## src/rtl/pfq_pkg.sv

```systemverilog
package pfq_pkg;
    typedef enum logic {
        FS_IDLE = 1'b0,
        FS_WAIT = 1'b1
    } fetch_state_e;

    typedef enum logic [1:0] {
        QS_NONE  = 2'b00,
        QS_FIRST = 2'b01,
        QS_FLUSH = 2'b10,
        QS_NEXT  = 2'b11
    } qstat_e;
endpackage

```

## src/rtl/pfq_ring.sv

```systemverilog
module pfq_ring #(
    parameter int DEPTH = 6,
    localparam int PW = $clog2(DEPTH),
    localparam int CW = $clog2(DEPTH + 1)
) (
    input  logic          clk,
    input  logic          rst_n,
    input  logic          clr,
    input  logic [1:0]    push_n,
    input  logic [15:0]   push_data,
    input  logic          pop,
    output logic [7:0]    head_byte,
    output logic [CW-1:0] count
);
    logic [7:0]    slot [DEPTH];
    logic [PW-1:0] head, tail, tail_nx;

    function automatic logic [PW-1:0] adv(input logic [PW-1:0] p, input logic [1:0] n);
        int s;
        s = int'(p) + int'(n);
        if (s >= DEPTH) s = s - DEPTH;
        return PW'(s);
    endfunction

    assign tail_nx   = adv(tail, 2'd1);
    assign head_byte = slot[head];

    always_ff @(posedge clk) begin
        if (!rst_n || clr) begin
            head  <= '0;
            tail  <= '0;
            count <= '0;
        end else begin
            tail  <= adv(tail, push_n);
            if (pop) head <= adv(head, 2'd1);
            count <= count + CW'(push_n) - CW'(pop);
        end
    end

    always_ff @(posedge clk) begin
        for (int i = 0; i < DEPTH; i++) begin
            if (!clr && push_n != 2'd0 && tail == PW'(i))
                slot[i] <= push_data[7:0];
            else if (!clr && push_n == 2'd2 && tail_nx == PW'(i))
                slot[i] <= push_data[15:8];
        end
    end

    // occupancy never exceeds capacity
    p_no_overflow_r4: assert property (@(posedge clk) disable iff (!rst_n)
        count <= CW'(DEPTH));
    // a pop only reaches the store when a byte is present
    p_pop_nonempty_r5: assert property (@(posedge clk) disable iff (!rst_n)
        pop |-> count != '0);
    // clear leaves the store empty
    p_clear_empty_r7: assert property (@(posedge clk) disable iff (!rst_n)
        clr |=> count == '0);
endmodule

```

## src/rtl/pfq_fetch_fsm.sv

```systemverilog
module pfq_fetch_fsm
    import pfq_pkg::*;
#(
    parameter int AW = 20,
    parameter int CW = 3
) (
    input  logic          clk,
    input  logic          rst_n,
    input  logic          load,
    input  logic [AW-1:0] load_addr,
    input  logic [CW-1:0] free_slots,
    input  logic          bus_ack,
    output logic          bus_req,
    output logic [AW-1:0] bus_addr,
    output logic          bus_pair,
    output logic [1:0]    push_n
);
    fetch_state_e  state, state_nx;
    logic [AW-1:0] fptr;

    always_comb begin
        state_nx = state;
        unique case (state)
            FS_IDLE: if (!load && free_slots >= CW'(2)) state_nx = FS_WAIT;
            FS_WAIT: if (load || bus_ack)               state_nx = FS_IDLE;
        endcase
    end

    always_ff @(posedge clk) begin
        if (!rst_n) state <= FS_IDLE;
        else        state <= state_nx;
    end

    always_ff @(posedge clk) begin
        if (!rst_n)
            fptr <= '0;
        else if (load)
            fptr <= load_addr;
        else if (state == FS_WAIT && bus_ack)
            fptr <= fptr + (fptr[0] ? AW'(1) : AW'(2));
    end

    always_comb begin
        bus_req  = (state == FS_WAIT);
        bus_addr = fptr;
        bus_pair = !fptr[0];
        push_n   = 2'd0;
        if (bus_req && bus_ack && !load) push_n = bus_pair ? 2'd2 : 2'd1;
    end

    // a request begins only with two or more free slots
    p_issue_space_r3: assert property (@(posedge clk) disable iff (!rst_n)
        $rose(bus_req) |-> $past(free_slots) >= CW'(2));
    // an unanswered request is held with a stable address
    p_req_hold_r3: assert property (@(posedge clk) disable iff (!rst_n)
        bus_req && !bus_ack && !load |=> bus_req && $stable(bus_addr));
    // request width follows address parity
    p_width_r2: assert property (@(posedge clk) disable iff (!rst_n)
        bus_req |-> bus_pair == !bus_addr[0]);
    // a load restarts fetching at the loaded address
    p_reload_r7: assert property (@(posedge clk) disable iff (!rst_n)
        load |=> bus_addr == $past(load_addr) && !bus_req);
endmodule

```

## src/rtl/instr_prefetch_queue.sv

```systemverilog
module instr_prefetch_queue
    import pfq_pkg::*;
#(
    parameter int AW    = 20,
    parameter int DEPTH = 6
) (
    input  logic          clk,
    input  logic          rst_n,
    input  logic          load,
    input  logic [AW-1:0] load_addr,
    output logic          bus_req,
    output logic [AW-1:0] bus_addr,
    output logic          bus_pair,
    input  logic          bus_ack,
    input  logic [15:0]   bus_rdata,
    output logic          q_valid,
    output logic [7:0]    q_byte,
    input  logic          dec_pop,
    input  logic          dec_first,
    output logic [1:0]    q_status
);
    localparam int CW = $clog2(DEPTH + 1);

    logic [CW-1:0] count, free_slots;
    logic [1:0]    push_n;
    logic          pop_ok;
    qstat_e        qs_q;

    assign free_slots = CW'(DEPTH) - count;
    assign q_valid    = (count != '0);
    assign pop_ok     = dec_pop && q_valid && !load;
    assign q_status   = qs_q;

    pfq_fetch_fsm #(.AW(AW), .CW(CW)) u_fetch (
        .clk(clk), .rst_n(rst_n), .load(load), .load_addr(load_addr),
        .free_slots(free_slots), .bus_ack(bus_ack), .bus_req(bus_req),
        .bus_addr(bus_addr), .bus_pair(bus_pair), .push_n(push_n)
    );

    pfq_ring #(.DEPTH(DEPTH)) u_ring (
        .clk(clk), .rst_n(rst_n), .clr(load), .push_n(push_n),
        .push_data(bus_rdata), .pop(pop_ok), .head_byte(q_byte), .count(count)
    );

    always_ff @(posedge clk) begin
        if (!rst_n)      qs_q <= QS_NONE;
        else if (load)   qs_q <= QS_FLUSH;
        else if (pop_ok) qs_q <= dec_first ? QS_FIRST : QS_NEXT;
        else             qs_q <= QS_NONE;
    end

    // a load is reported as a flush one cycle later
    p_flush_status_r6: assert property (@(posedge clk) disable iff (!rst_n)
        load |=> q_status == 2'b10);
    // the queue is empty after a load
    p_flush_empty_r7: assert property (@(posedge clk) disable iff (!rst_n)
        load |=> !q_valid);
    // a pop on an empty queue reports no operation
    p_empty_pop_r8: assert property (@(posedge clk) disable iff (!rst_n)
        dec_pop && !q_valid && !load |=> q_status == 2'b00);
endmodule

```

## config.mk

```make
export PLATFORM = sky130hd
export DESIGN_NAME = instr_prefetch_queue
export DESIGN_NICKNAME = d
export VERILOG_FILES = /design/src/rtl/pfq_pkg.sv /design/src/rtl/pfq_ring.sv /design/src/rtl/pfq_fetch_fsm.sv /design/src/rtl/instr_prefetch_queue.sv
export SDC_FILE = /design/constraint.sdc
export NUM_CORES = 1
export LEC_CHECK = 0
export ABC_AREA = 1
export BUFFER_PORTS_ARGS = -buffer_cell sky130_fd_sc_hd__buf_4
export CORE_MARGIN = 4
export CORE_UTILIZATION = 45
export CTS_CLUSTER_DIAMETER = 200
export DETAILED_ROUTE_END_ITERATION = 7
export PLACE_DENSITY = 0.65
export SYNTH_ARGS = -nofsm -noshare
export SYNTH_HDL_FRONTEND = slang
export SYNTH_SLANG_ARGS = --single-unit
```

## constraint.sdc

```tcl
create_clock -name clk -period 3 [get_ports clk]
set_input_delay 0.6 -clock clk [delete_from_list [all_inputs] [get_ports clk]]
set_output_delay 0.6 -clock clk [all_outputs]
set_load 0.01 [all_outputs]
```

# [Word-level counts from Yosys, hierarchy flattened]
# Memories as Yosys holds them, arrays and structs flattened. A register that Yosys moved wholly into a read port is not among the register bits.
# Cells that the tools add are included.
[op_classes] n_addsub=10 multipliers=0 div=0 magnitude_cmp=4 eq_ne=11 n_shift=0 n_mux=64 bitwise=9 n_reduce_logical=34
[ops] cell="two-way mux 8 bit" n=10
[ops] cell="two-way mux 20 bit" n=2
[ops] cell="two-way mux 1 bit" n=36
[ops] cell="OR reduction 8 bit" n=4
[ops] cell="two-way mux 3 bit" n=9
[ops] cell="adder 20 bit" n=1
[ops] cell="logical AND 1 bit" n=19
[ops] cell="equality test 3 x 2 -> 1 bit (second input constant)" n=4
[ops] cell="equality test 3 bit (second input constant)" n=4
[ops] cell=">= comparator 4 x 3 -> 1 bit (second input constant)" n=3
[ops] cell="two-way mux 2 bit" n=6
[ops] cell="subtractor 3 x 2 -> 3 bit (second input constant)" n=3
[ops] cell="adder 3 x 1 -> 4 bit (second input constant)" n=2
[ops] cell="equality test 3 x 1 -> 1 bit (second input constant)" n=2
[ops] cell="logical NOT 3 bit" n=2
[ops] cell="OR 1 bit" n=6
[ops] cell="adder 3 x 2 -> 4 bit" n=1
[ops] cell="nonzero test 2 bit" n=2
[ops] cell="adder 3 x 2 -> 3 bit" n=1
[ops] cell=">= comparator 3 x 2 -> 1 bit (second input constant)" n=1
[ops] cell="logical NOT 1 bit" n=3
[ops] cell="inverter 1 bit" n=3
[ops] cell="nonzero test 3 bit" n=1
[ops] cell="OR reduction 3 bit" n=1
[ops] cell="5 further kinds" n=6
[word_totals] register_bits=32 latch_bits=0 ramBits=48 mem_bits_ro=0 out_inout_bits=33 elab_cells=140 memories=1
[mem_list] name="u_ring.slot" words=6 width=8 read_ports=1 rd_clocked_by_memory_dff=1 wr=2 line="pfq_ring.sv:15" source="logic [7:0] slot [DEPTH];"

# [Longest topological paths before layout]
# Gate-level depths: netlist of the first run.
[depth] depth_word=13 mapped_depth=13 mapped_depth_nobuf=13

# [Hierarchy]
# From an unflattened synthesis of the first run, not the netlist that was laid out.
[hier_totals] cells_unflattened=647 hier_area_um2=5207.5
[modules_own_cells] mod="pfq_ring" n_inst=1 cells_each=390 area_per_inst_um2=3554.7
[modules_own_cells] mod="pfq_fetch_fsm" n_inst=1 cells_each=237 area_per_inst_um2=1500.2
[modules_own_cells] mod="instr_prefetch_queue" n_inst=1 cells_each=20 area_per_inst_um2=152.6

# [Worst setup path after synthesis of the first run]
# No wires, ideal clock.
[synth_path] kind="flip-flop to flip-flop" from="reg u_ring.tail[0]" to="mem u_ring.slot[0][0], enable pin" setup_ns=0.384 t_arrival_ns=2.247 required_time_ns=2.616 setup_slack_ns=0.369 stages_incl_launch_ff=7 n_path_buf=0 period_less_slack_ns=2.631 path_cell_list="dfxtp_1 > inv_1 > ha_1 > nand2_1 > nand2_2 > nand3_4 > o21ai_0"
[synth_lines] element="start: declaration" line="pfq_ring.sv:16" source="logic [PW-1:0] head, tail, tail_nx;"
[synth_lines] element="start signal: assignment" line="pfq_ring.sv:34" source="tail <= adv(tail, push_n);"
[synth_lines] element="end: declaration" line="pfq_ring.sv:15"

==> flow_summary_export.csv, run 1 <==
group,metric,value,unit
run_status,status,"completed",
floorplanning,core-area,10800,µm²
clock_network,cts_sinks,83,
clock_network,cts_root_buf,"clkbuf_8",
sta,clock.fmax,392,MHz
floorplanning,dieWidth,113,µm
pwr,ir_worst_vdd,0.178,mV
clock_network,clock_latency,0.37,ns
drt,wl_met3,715,µm
clock_network,htree_levels,3,
floorplanning,row_count,38,
drt,wl_per_cell,15.4,µm
sta,final-setup-viol-count,0,
sta,final.min_clock_period,2.55,ns
logic_synthesis,synthCells,646,
pwr,p_per_area,395,nW/µm²
cells_and_area,drive_gt1_frac,0.171,
floorplanning,ios,75,
place,place_congestion,0.842,
logic_synthesis,synth_ff_type,"edfxtp_1",
logic_synthesis,syn_avg_cell_area,7.70,µm²
sta,slew_viol_final,0,
clock_network,clk_pin_slew_worst_paths,0.09,ns
logic_synthesis,synth_seq_area_share,0.430,
drt,drtPass1Iterations,7,
pwr,p_int,0.00170,W
min_path,hold_class,"in -> reg",
place,io_buffers,74,
pwr,p_comb_frac,0.119,
cells_and_area,fin_nets,780,
clock_network,numCtsBuffers,9,
logic_synthesis,ys_warn_count,0,
logic_synthesis,syn_nets,705,
pwr,p_sw_frac,0.268,
drt,ant_nets,0,
clock_network,clk_path_buf_depth,2,
sta,setup_tns,0,ns
place,place_ws,0.476,ns
pwr,leakage,2.60,nW
global_route,grt_max_degree,25,
pwr,p_clk_frac,0.339,
worst_setup_path,rrSetupSlack,0.45,ns
drt,met2_length,6.47,mm
clock_network,postCtsSetupRepairBufs,0,
drt,vias_per_cell,5.38,
worst_setup_path,crit_type,"reg -> reg",
sta,worst_pin_slew,0.697,ns
clock_network,cts_hold_buf,0,
worst_setup_path,end_kind,"register",
clock_network,cts_tree,"yes",
place,dp_hpwl,9.97,mm
logic_synthesis,async_reset_ff_frac,0,
sta,hold_viol_final,0,
floorplanning,start_util,0.459,
logic_synthesis,synth_edf_count,48,
global_route,antenna_found_initial,0,
logic_synthesis,ys_ff_latch,83,
sta,period_share,0.850,
logic_synthesis,yosys.cell_types.count,43,
floorplanning,die_y,113,µm
sta,fin_skew,0.0165,ns
pwr,sequentialPowerShare,0.542,
drt,drc,0,
sta,fin_ws,0.450,ns
global_route,grt_pass1_vias,4489,
drt,met1_length,5.85,mm
sta,relSlewSlack,0.535,
global_route,grt_usage,0.213,
drt,drtIter0Drc,294,
sta,rsz0062_at_grt,"no",
worst_setup_path,crit_fanout,9,
clock_network,cts_resized,0,
drt,dr.max_layer_used,"met4",
worst_setup_path,arrival,2.58,ns
floorplanning,die_area,12800,µm²
pwr,power.switching,0.000621,W
worst_setup_path,start_kind,"register",
global_route,overflow,0,
sta,whs,0.470,ns
drt,vias,4661,
cells_and_area,insertedDiodeCount,0,
drt,wl,13.3,mm
cells_and_area,area_growth,17.7,%
worst_setup_path,required,3.03,ns
cells_and_area,fill_cells,1041,
logic_synthesis,netlist_area,4980,µm²
global_route,grt_pass1_wl,21.7,mm
run,drv_cap,0,
## critical path, cell delays in order (launching register included)
cell and delay (ns):
dfxtp_1 0.58, inv_1 0.24, ha_1 0.40, nand4_1 0.16, nand2_2 0.12, nand2_2 0.09, a21oi_4 0.25, nand2_1 0.08
nand2_1 0.29
## Yosys cell counts (2+ instances only)
library cell / number / area (µm²)
a21oi_1: 33 / 165
nand4_1: 19 / 119
nand3_2: 2 / 20.0
dfxtp_1: 35 / 701
ha_1: 16 / 200
nand2_2: 4 / 25.0
o22ai_1: 9 / 56.3
o21ai_0: 41 / 205
nand3_4: 2 / 35.0
nand2_1: 195 / 732
a31oi_1: 6 / 37.5
xor2_1: 7 / 61.3
edfxtp_1: 48 / 1440
buf_1: 2 / 7.51
a32o_1: 8 / 80.1
clkbuf_1: 8 / 30.0
nor2_1: 54 / 203
inv_2: 3 / 11.3
nor2_8: 3 / 60.1
nand2_4: 4 / 45.0
buf_2: 5 / 25.0
inv_1: 74 / 278
nand3_1: 48 / 240
## cell type report
class	count	area [µm²]	area share
timing repair buffer	82	616	0.105
multi-input combinational	466	2440	0.417
sequential	83	2140	0.366
clock inverter	5	36.3	0.00619
inverter	79	298	0.0508
tap	140	175	0.0299
clock buffer	11	151	0.0258
## cells in the final DEF (no fill, tap or decap), types with 3 or more instances in the layout
cell / synthesis / final
clkbuf_8: 0 / 11
o21ai_0: 41 / 41
nand2_1: 195 / 195
dfxtp_1: 35 / 35
inv_2: 3 / 3
a31oi_1: 6 / 6
nand4_1: 19 / 19
nor2_1: 54 / 54
edfxtp_1: 48 / 48
nor2_8: 3 / 3
inv_1: 74 / 74
xor2_1: 7 / 7
o22ai_1: 9 / 9
a21oi_1: 33 / 33
nand2_2: 4 / 4
a32o_1: 8 / 8
nand2_4: 4 / 4
buf_4: 1 / 82
nand3_1: 48 / 48
ha_1: 16 / 16
## state kept, by name, indices dropped and copies added, names as in the netlist, named ones only
signal and flops:
q_status 2, u_ring.head 3, u_ring.slot 48, u_ring.tail 3, u_ring.count 3, u_fetch.bus_addr 20
u_fetch.bus_req 1
## power by group through the flow
stage / logic, W / clock network [W] / registers, W
2_1_floorplan: 0.000135 / 0 / 0.00128
3_3_place_gp: 0.000269 / 0 / 0.00128
3_5_place_dp: 0.000275 / 0 / 0.00128
4_1_cts: 0.000276 / 0.000802 / 0.00125
5_1_grt: 0.000306 / 0.000846 / 0.00126
6_report: 0.000275 / 0.000786 / 0.00125
## path summary, 6_finish.rpt
kind | from | end | depth (start not counted)
hold / removal | load_addr[0] | u_fetch.bus_addr[0] | 3
setup / recovery | u_ring.tail[0] | u_ring.slot[4][3] | 8
hold reg to reg | u_fetch.bus_addr[18] | u_fetch.bus_addr[18] | 2
setup reg to reg | u_ring.tail[0] | u_ring.slot[4][3] | 8
## per-stage QoR
| step | total power (W) | utilization | instances | area (µm²) |
|---|---|---|---|---|
| floorplan | 0.00142 | - | 646 | 4980 |
| global placement | 0.00155 | 0.523 | 850 | 5670 |
| detailed placement | 0.00156 | 0.523 | 850 | 5670 |
| CTS | 0.00233 | 0.541 | 866 | 5860 |
| global route | 0.00241 | 0.541 | 866 | 5860 |
| finish | 0.00232 | 0.541 | 866 | 5860 |
## routing by layer
| layer | vias up | track usage |
|---|---|---|
| met5 | - | 0 |
| met4 | 0 | 0.0777 |
| met3 | 30 | 0.0299 |
| met2 | 149 | 0.357 |
| met1 | 2179 | 0.280 |
| li1 | 2303 | - |
## cells by family (layout without fill, tap and decap cells)
group                      count (synthesis)  after routing  share of synthesized area
adders and majority gates                 17             17                     0.0442
AOI/OAI and AO/OA                        104            104                      0.123
DFF                                       83             83                      0.430
xor gates and xnor gates                   8              8                     0.0141
buffers and inverters                     97            177                     0.0792
and+or+nand+nor                          337            337                      0.309
(Power assumes the default switching activity.)
==> run 2: changes to the inputs <==
PLACE_DENSITY = 0.68   (was 0.65)
clock period = 2.21 ns   (was 3 ns; I/O delays follow)
==> run 2 against run 1 <==
Net effect: via count grew 0.97%; global-route usage is essentially flat; flip-flop and latch count is the same; critical path depth grew 4; combinational power grew 41%; first-iteration DRC count grew 19%; power grew 37%; die area is the same; largest cell class unchanged; highest routed layer unchanged.
==> flow_summary_export.csv, run 2 (synthesis gave the netlist of run 1 again) <==
group,metric,value,unit
global_route,overflow,0,
worst_setup_path,rrSetupSlack,0.09,ns
run,drv_cap,0,
cells_and_area,stdcell_count,888,
global_route,grt_max_degree,21,
floorplanning,start_util,0.459,
clock_network,cts_sinks,83,
sta,slew_viol_final,0,
drt,wl_per_cell,15.1,µm
sta,final.min_clock_period,2.12,ns
cells_and_area,layout_commonest_cell,"nand2_1",
min_path,worstHoldEndpoint,"u_fetch.bus_addr[0]",
place,io_buffers,74,
place,place_ws,0.0402,ns
cells_and_area,area_growth,22.3,%
global_route,grt_pass1_wl,21.9,mm
min_path,min_path_cells,3,
global_route,antenna_found_initial,0,
cells_and_area,regArea,2150,µm²
worst_setup_path,crit_type,"reg -> reg",
worst_setup_path,crit_fanout,3,
cells_and_area,fin_nets,802,
floorplanning,die_area,12800,µm²
pwr,p_clk_frac,0.341,
sta,rsz0062_at_grt,"yes",
cells_and_area,largest_reg_flops,48,
pwr,ir_worst_vdd,0.269,mV
clock_network,cts_root_buf,"clkbuf_8",
pwr,p_comb_frac,0.122,
clock_network,htree_levels,3,
floorplanning,core-area,10800,µm²
worst_setup_path,r2r_end,"u_ring.count[2]",
pwr,leakage,2.72,nW
global_route,grt_usage,0.213,
clock_network,clock_latency,0.36,ns
sta,hold_viol_final,0,
pwr,sequentialPowerShare,0.537,
place,place_congestion,0.879,
place,placed_cells,867,
sta,final-setup-viol-count,0,
floorplanning,row_count,38,
cells_and_area,fill_cells,1022,
drt,ant_nets,0,
sta,period_share,0.957,
cells_and_area,drive_gt1_frac,0.211,
pwr,power.switching,0.000822,W
cells_and_area,multi_input_area,2490,µm²
floorplanning,ios,75,
cells_and_area,mostFrequentLayoutCells,"nand2_1 (193), buf_4 (101), inv_1 (72), nor2_1 (53), edfxtp_1 (48)",
floorplanning,die_y,113,µm
place,dp_hpwl,10.2,mm
min_path,hp-start,"load_addr[0]",
clock_network,clk_pin_slew_worst_paths,0.09,ns
drt,vias,4706,
drt,drtPass1Iterations,7,
pwr,p_int,0.00235,W
min_path,hold_class,"in -> reg",
clock_network,numCtsBuffers,9,
clock_network,cts_tree,"yes",
cells_and_area,regMostFlops,"u_ring.slot",
drt,wl,13.4,mm
sta,relSlewSlack,0.630,
floorplanning,dieWidth,113,µm
worst_setup_path,start_kind,"register",
worst_setup_path,end_kind,"register",
drt,drtIter0Drc,351,
sta,fin_skew,0.00973,ns
global_route,grt_pass1_vias,4568,
drt,drc,0,
drt,vias_per_cell,5.30,
cells_and_area,insertedDiodeCount,0,
worst_setup_path,regToRegStartpoint,"u_ring.count[1]",
pwr,p_per_area,522,nW/µm²
sta,worst_pin_slew,0.554,ns
clock_network,clk_path_buf_depth,2,
sta,fin_ws,0.0944,ns
worst_setup_path,r2r_cells,12,
worst_setup_path,required,2.46,ns
pwr,p_sw_frac,0.259,
run_status,status,"completed",
sta,clock.fmax,473,MHz
worst_setup_path,arrival,2.36,ns
run 2: cell types whose count changed in the layout (fill, tap and decap cells not counted), sizes merged:
cell / change
inv: -1
clkinv: +1
bufinv: +1
clkbuf: -1
buf: +22
run 2: per-stage QoR:
step | cell area (µm²) | setup TNS (ns) | total power [W] | util | hold WS, ns
6_report | 6090 | 0 | 0.00317 | 0.562 | 0.304
5_1_grt | 6090 | -0.0750 | 0.00331 | 0.562 | 0.303
4_1_cts | 6000 | 0 | 0.00318 | 0.553 | 0.293
3_5_place_dp | 5810 | 0 | 0.00212 | 0.536 | 0.514
3_3_place_gp | 5810 | 0 | 0.00211 | 0.536 | 0.512
2_1_floorplan | 4990 | -0.626 | 0.00192 | - | 0.496
run 2: area by class of cell:
class,count,share of cell area
multi-input cells,466,0.409
inverters,79,0.0493
clock buffers,10,0.0210
flip-flops and latches,83,0.353
repair buffers,104,0.130
well taps,140,0.0288
clock inverters,6,0.00925
run 2: how the worst max path moves through the flow:
stage                    startpoint                 to  slack [ns]
CTS                        register          q_byte[2]        0.01
detailed placement  u_ring.count[0]    u_ring.count[2]        0.04
finish              u_ring.count[1]    u_ring.count[2]        0.09
floorplan            u_ring.tail[0]  u_ring.slot[0][0]       -0.04
global placement     u_ring.tail[1]  u_ring.slot[1][5]        0.15
global route        u_ring.count[1]    u_ring.count[2]       -0.06
run 2: what timing repair did:
action                     in CTS  in global routing
pin swaps                       0                  3
hold buffers                    0                  0
buffers inserted                0                  5
setup endpoints to repair       1                 73
resized for setup               1                 17
run 2: metal layers:
metal | global-route usage | vias up | wire [µm]
li1 | - | 2342 | -
met1 | 0.276 | 2176 | 5820
met2 | 0.352 | 160 | 6540
met3 | 0.0337 | 28 | 678
met4 | 0.0929 | 0 | 381
met5 | 0 | - | 0
run 2: power groups by stage:
stage	Combinational, W	Clock, W	Sequential [W]
2_1_floorplan	0.000183	0	0.00174
3_3_place_gp	0.000373	0	0.00174
5_1_grt	0.000429	0.00117	0.00171
3_5_place_dp	0.000383	0	0.00174
6_report	0.000387	0.00108	0.00170
4_1_cts	0.000384	0.00109	0.00170
run 2: critical path: stages (launching register included):
cell and delay, ns:
dfxtp_2 0.33, inv_1 0.07, ha_2 0.17, nand2_1 0.08, nand2_2 0.07, nor2_2 0.04, ha_1 0.26, inv_1 0.04
ha_1 0.20, fa_2 0.35, xor2_1 0.17, xor2_1 0.17, nor2_1 0.05
==> run 3: changes to the inputs <==
SETUP_SLACK_MARGIN = 0.1   (was default)
==> run 3 against run 2 <==
Net effect: design area is 3.2% higher; via count is 2.8% higher; register-to-register slack better by 0.05 ns; non-clock buffer count is 7 higher; power is 1.6% higher; worst hold slack worse by 0.014 ns; first-iteration DRC count is 19% higher; sequential share of layout area is 0.94 points lower; sequential power hardly changed; clock skew is 0.0023 ns lower; critical path depth stayed put; flip-flop and latch count stayed put; largest cell class unchanged; largest power group unchanged.
==> flow_summary_export.csv, run 3 (synthesis gave the netlist of run 1 again) <==
group,metric,value,unit
clock_network,htree_levels,3,
drt,drtIter0Drc,418,
pwr,sequentialPowerShare,0.527,
clock_network,clk_path_buf_depth,2,
global_route,grt_max_degree,21,
sta,setup_tns,0,ns
sta,relSlewSlack,0.623,
worst_setup_path,crit_type,"reg -> reg",
run_status,status,"completed",
cells_and_area,stdcell_count,895,
drt,wl,14.3,mm
floorplanning,start_util,0.459,
min_path,hold_class,"in -> reg",
pwr,p_clk_frac,0.349,
worst_setup_path,critPathMaxStageDelay,0.35,ns
cells_and_area,fill_cells,979,
cells_and_area,drive_gt1_frac,0.234,
sta,final.min_clock_period,2.06,ns
drt,ant_nets,0,
floorplanning,row_count,38,
cells_and_area,mostFrequentLayoutCells,"nand2_1 (189), buf_4 (107), inv_1 (70), nor2_1 (53)",
pwr,power.switching,0.000858,W
worst_setup_path,arrival,2.33,ns
cells_and_area,largest_reg_flops,48,
pwr,ir_worst_vdd,0.353,mV
run,drv_cap,0,
drt,vias,4839,
drt,drc,0,
clock_network,clk_pin_slew_worst_paths,0.09,ns
place,place_congestion,0.858,
pwr,p_comb_frac,0.124,
cells_and_area,insertedDiodeCount,0,
floorplanning,ios,75,
sta,worst_pin_slew,0.564,ns
clock_network,cts_hold_buf,0,
sta,period_share,0.934,
worst_setup_path,crit_fanout,2,
pwr,p_per_area,514,nW/µm²
sta,fin_skew,0.00746,ns
place,io_buffers,74,
sta,final-setup-viol-count,0,
floorplanning,die_y,113,µm
worst_setup_path,worst-path-buf-inv,2,
floorplanning,die_area,12800,µm²
pwr,p_int,0.00237,W
worst_setup_path,start_kind,"register",
worst_setup_path,end_kind,"register",
cells_and_area,regArea,2150,µm²
clock_network,cts_sinks,83,
pwr,p_sw_frac,0.266,
clock_network,cts_root_buf,"clkbuf_8",
cells_and_area,utilization,0.579,
worst_setup_path,required,2.48,ns
cells_and_area,fin_nets,809,
floorplanning,dieWidth,113,µm
worst_setup_path,critical_path.top_delay_family,"adder cells",
global_route,overflow,0,
drt,wl_per_cell,16.0,µm
pwr,leakage,2.79,nW
global_route,grt_usage,0.222,
drt,vias_per_cell,5.41,
global_route,grt_pass1_vias,4670,
global_route,antenna_found_initial,0,
cells_and_area,design_area,6280,µm²
cells_and_area,area_growth,26.2,%
place,dp_hpwl,10.2,mm
place,placed_cells,867,
sta,rsz0062_at_grt,"yes",
global_route,grt_pass1_wl,22.6,mm
clock_network,cts_tree,"yes",
sta,hold_viol_final,0,
sta,slew_viol_final,0,
place,placed_cell_area,5850,µm²
cells_and_area,multi_input_area,2590,µm²
floorplanning,core-area,10800,µm²
cells_and_area,regMostFlops,"u_ring.slot",
cells_and_area,layout_commonest_cell,"nand2_1",
clock_network,clock_latency,0.37,ns
worst_setup_path,slowest_stage,"fa_2",
sta,clock.fmax,484,MHz
drt,drtPass1Iterations,6,
clock_network,numCtsBuffers,9,
worst_setup_path,crit_chain,"inv_2 -> ha_4 -> nand2_4 -> nand2_4 -> nor2_4 -> ha_4 -> inv_1 -> ha_2 -> fa_2 -> xor2_1 -> xor2_1 -> nor2_1",
-- run 3: cell types whose count changed in the layout (fill, tap and decap cells not counted), moves of 3 or more --
cell      before  now
ha_4           0    3
clkinv_2       4    1
buf_4        101  107
nand2_4        5    8
ha_1          15   11
nand2_1      193  189
dfxtp_1       32   29
-- run 3: timing repair --
| item | in CTS | in global routing |
|---|---|---|
| buffers inserted | 2 | 10 |
| pin swaps | 3 | 13 |
| gates resized for setup | 11 | 23 |
| setup endpoints to repair | 42 | 74 |
| hold endpoints to repair | 0 | 0 |
-- run 3: path summary, 6_finish.rpt --
kind,from,to,slack [ns],cells after the start
worst max register to register,u_ring.count[0],u_ring.count[2],0.15,12
worst max-delay path,u_ring.count[0],u_ring.count[2],0.15,12
worst min-delay path,load_addr[0],u_fetch.bus_addr[0],0.29,3
worst min register to register,u_fetch.bus_addr[2],u_fetch.bus_addr[2],0.54,2
-- run 3: worst register-to-register path, stage by stage (launching register included) --
cell     delay (ns)
dfxtp_2        0.34
inv_2          0.10
ha_4           0.16
nand2_4        0.05
nand2_4        0.08
nor2_4         0.04
ha_4           0.24
inv_1          0.04
ha_2           0.18
fa_2           0.35
xor2_1         0.16
xor2_1         0.17
nor2_1         0.06
-- run 3: layer usage --
metal / track usage / routed length, µm / vias up
met5: 0 / 0 / -
met4: 0.0777 / 302 / 0
met3: 0.0401 / 1070 / 35
met2: 0.373 / 6940 / 209
met1: 0.288 / 5980 / 2234
li1: - / - / 2361
-- run 3: final cells by class --
| cell class | instances | share of cell area |
|---|---|---|
| multi-input cells | 466 | 0.412 |
| flip-flops and latches | 83 | 0.343 |
| repair buffers | 111 | 0.138 |
| inverters | 79 | 0.0478 |
| well taps | 140 | 0.0279 |
| clock buffers | 10 | 0.0203 |
| clock inverters | 6 | 0.0106 |
-- run 3: power groups by stage --
stage | clock [W] | combinational [W] | sequential, W
6_report | 0.00113 | 0.000400 | 0.00170
3_5_place_dp | 0 | 0.000383 | 0.00174
3_3_place_gp | 0 | 0.000374 | 0.00174
2_1_floorplan | 0 | 0.000185 | 0.00174
5_1_grt | 0.00118 | 0.000446 | 0.00171
4_1_cts | 0.00113 | 0.000386 | 0.00170
-- run 3: metrics by stage --
stage / total power [W] / hold WS (ns) / setup WS (ns)
6_report: 0.00323 / 0.291 / 0.146
5_1_grt: 0.00334 / 0.324 / 0.0389
4_1_cts: 0.00322 / 0.292 / 0.106
3_5_place_dp: 0.00212 / 0.523 / 0.0262
3_3_place_gp: 0.00211 / 0.514 / 0.111
2_1_floorplan: 0.00192 / 0.496 / 0.109
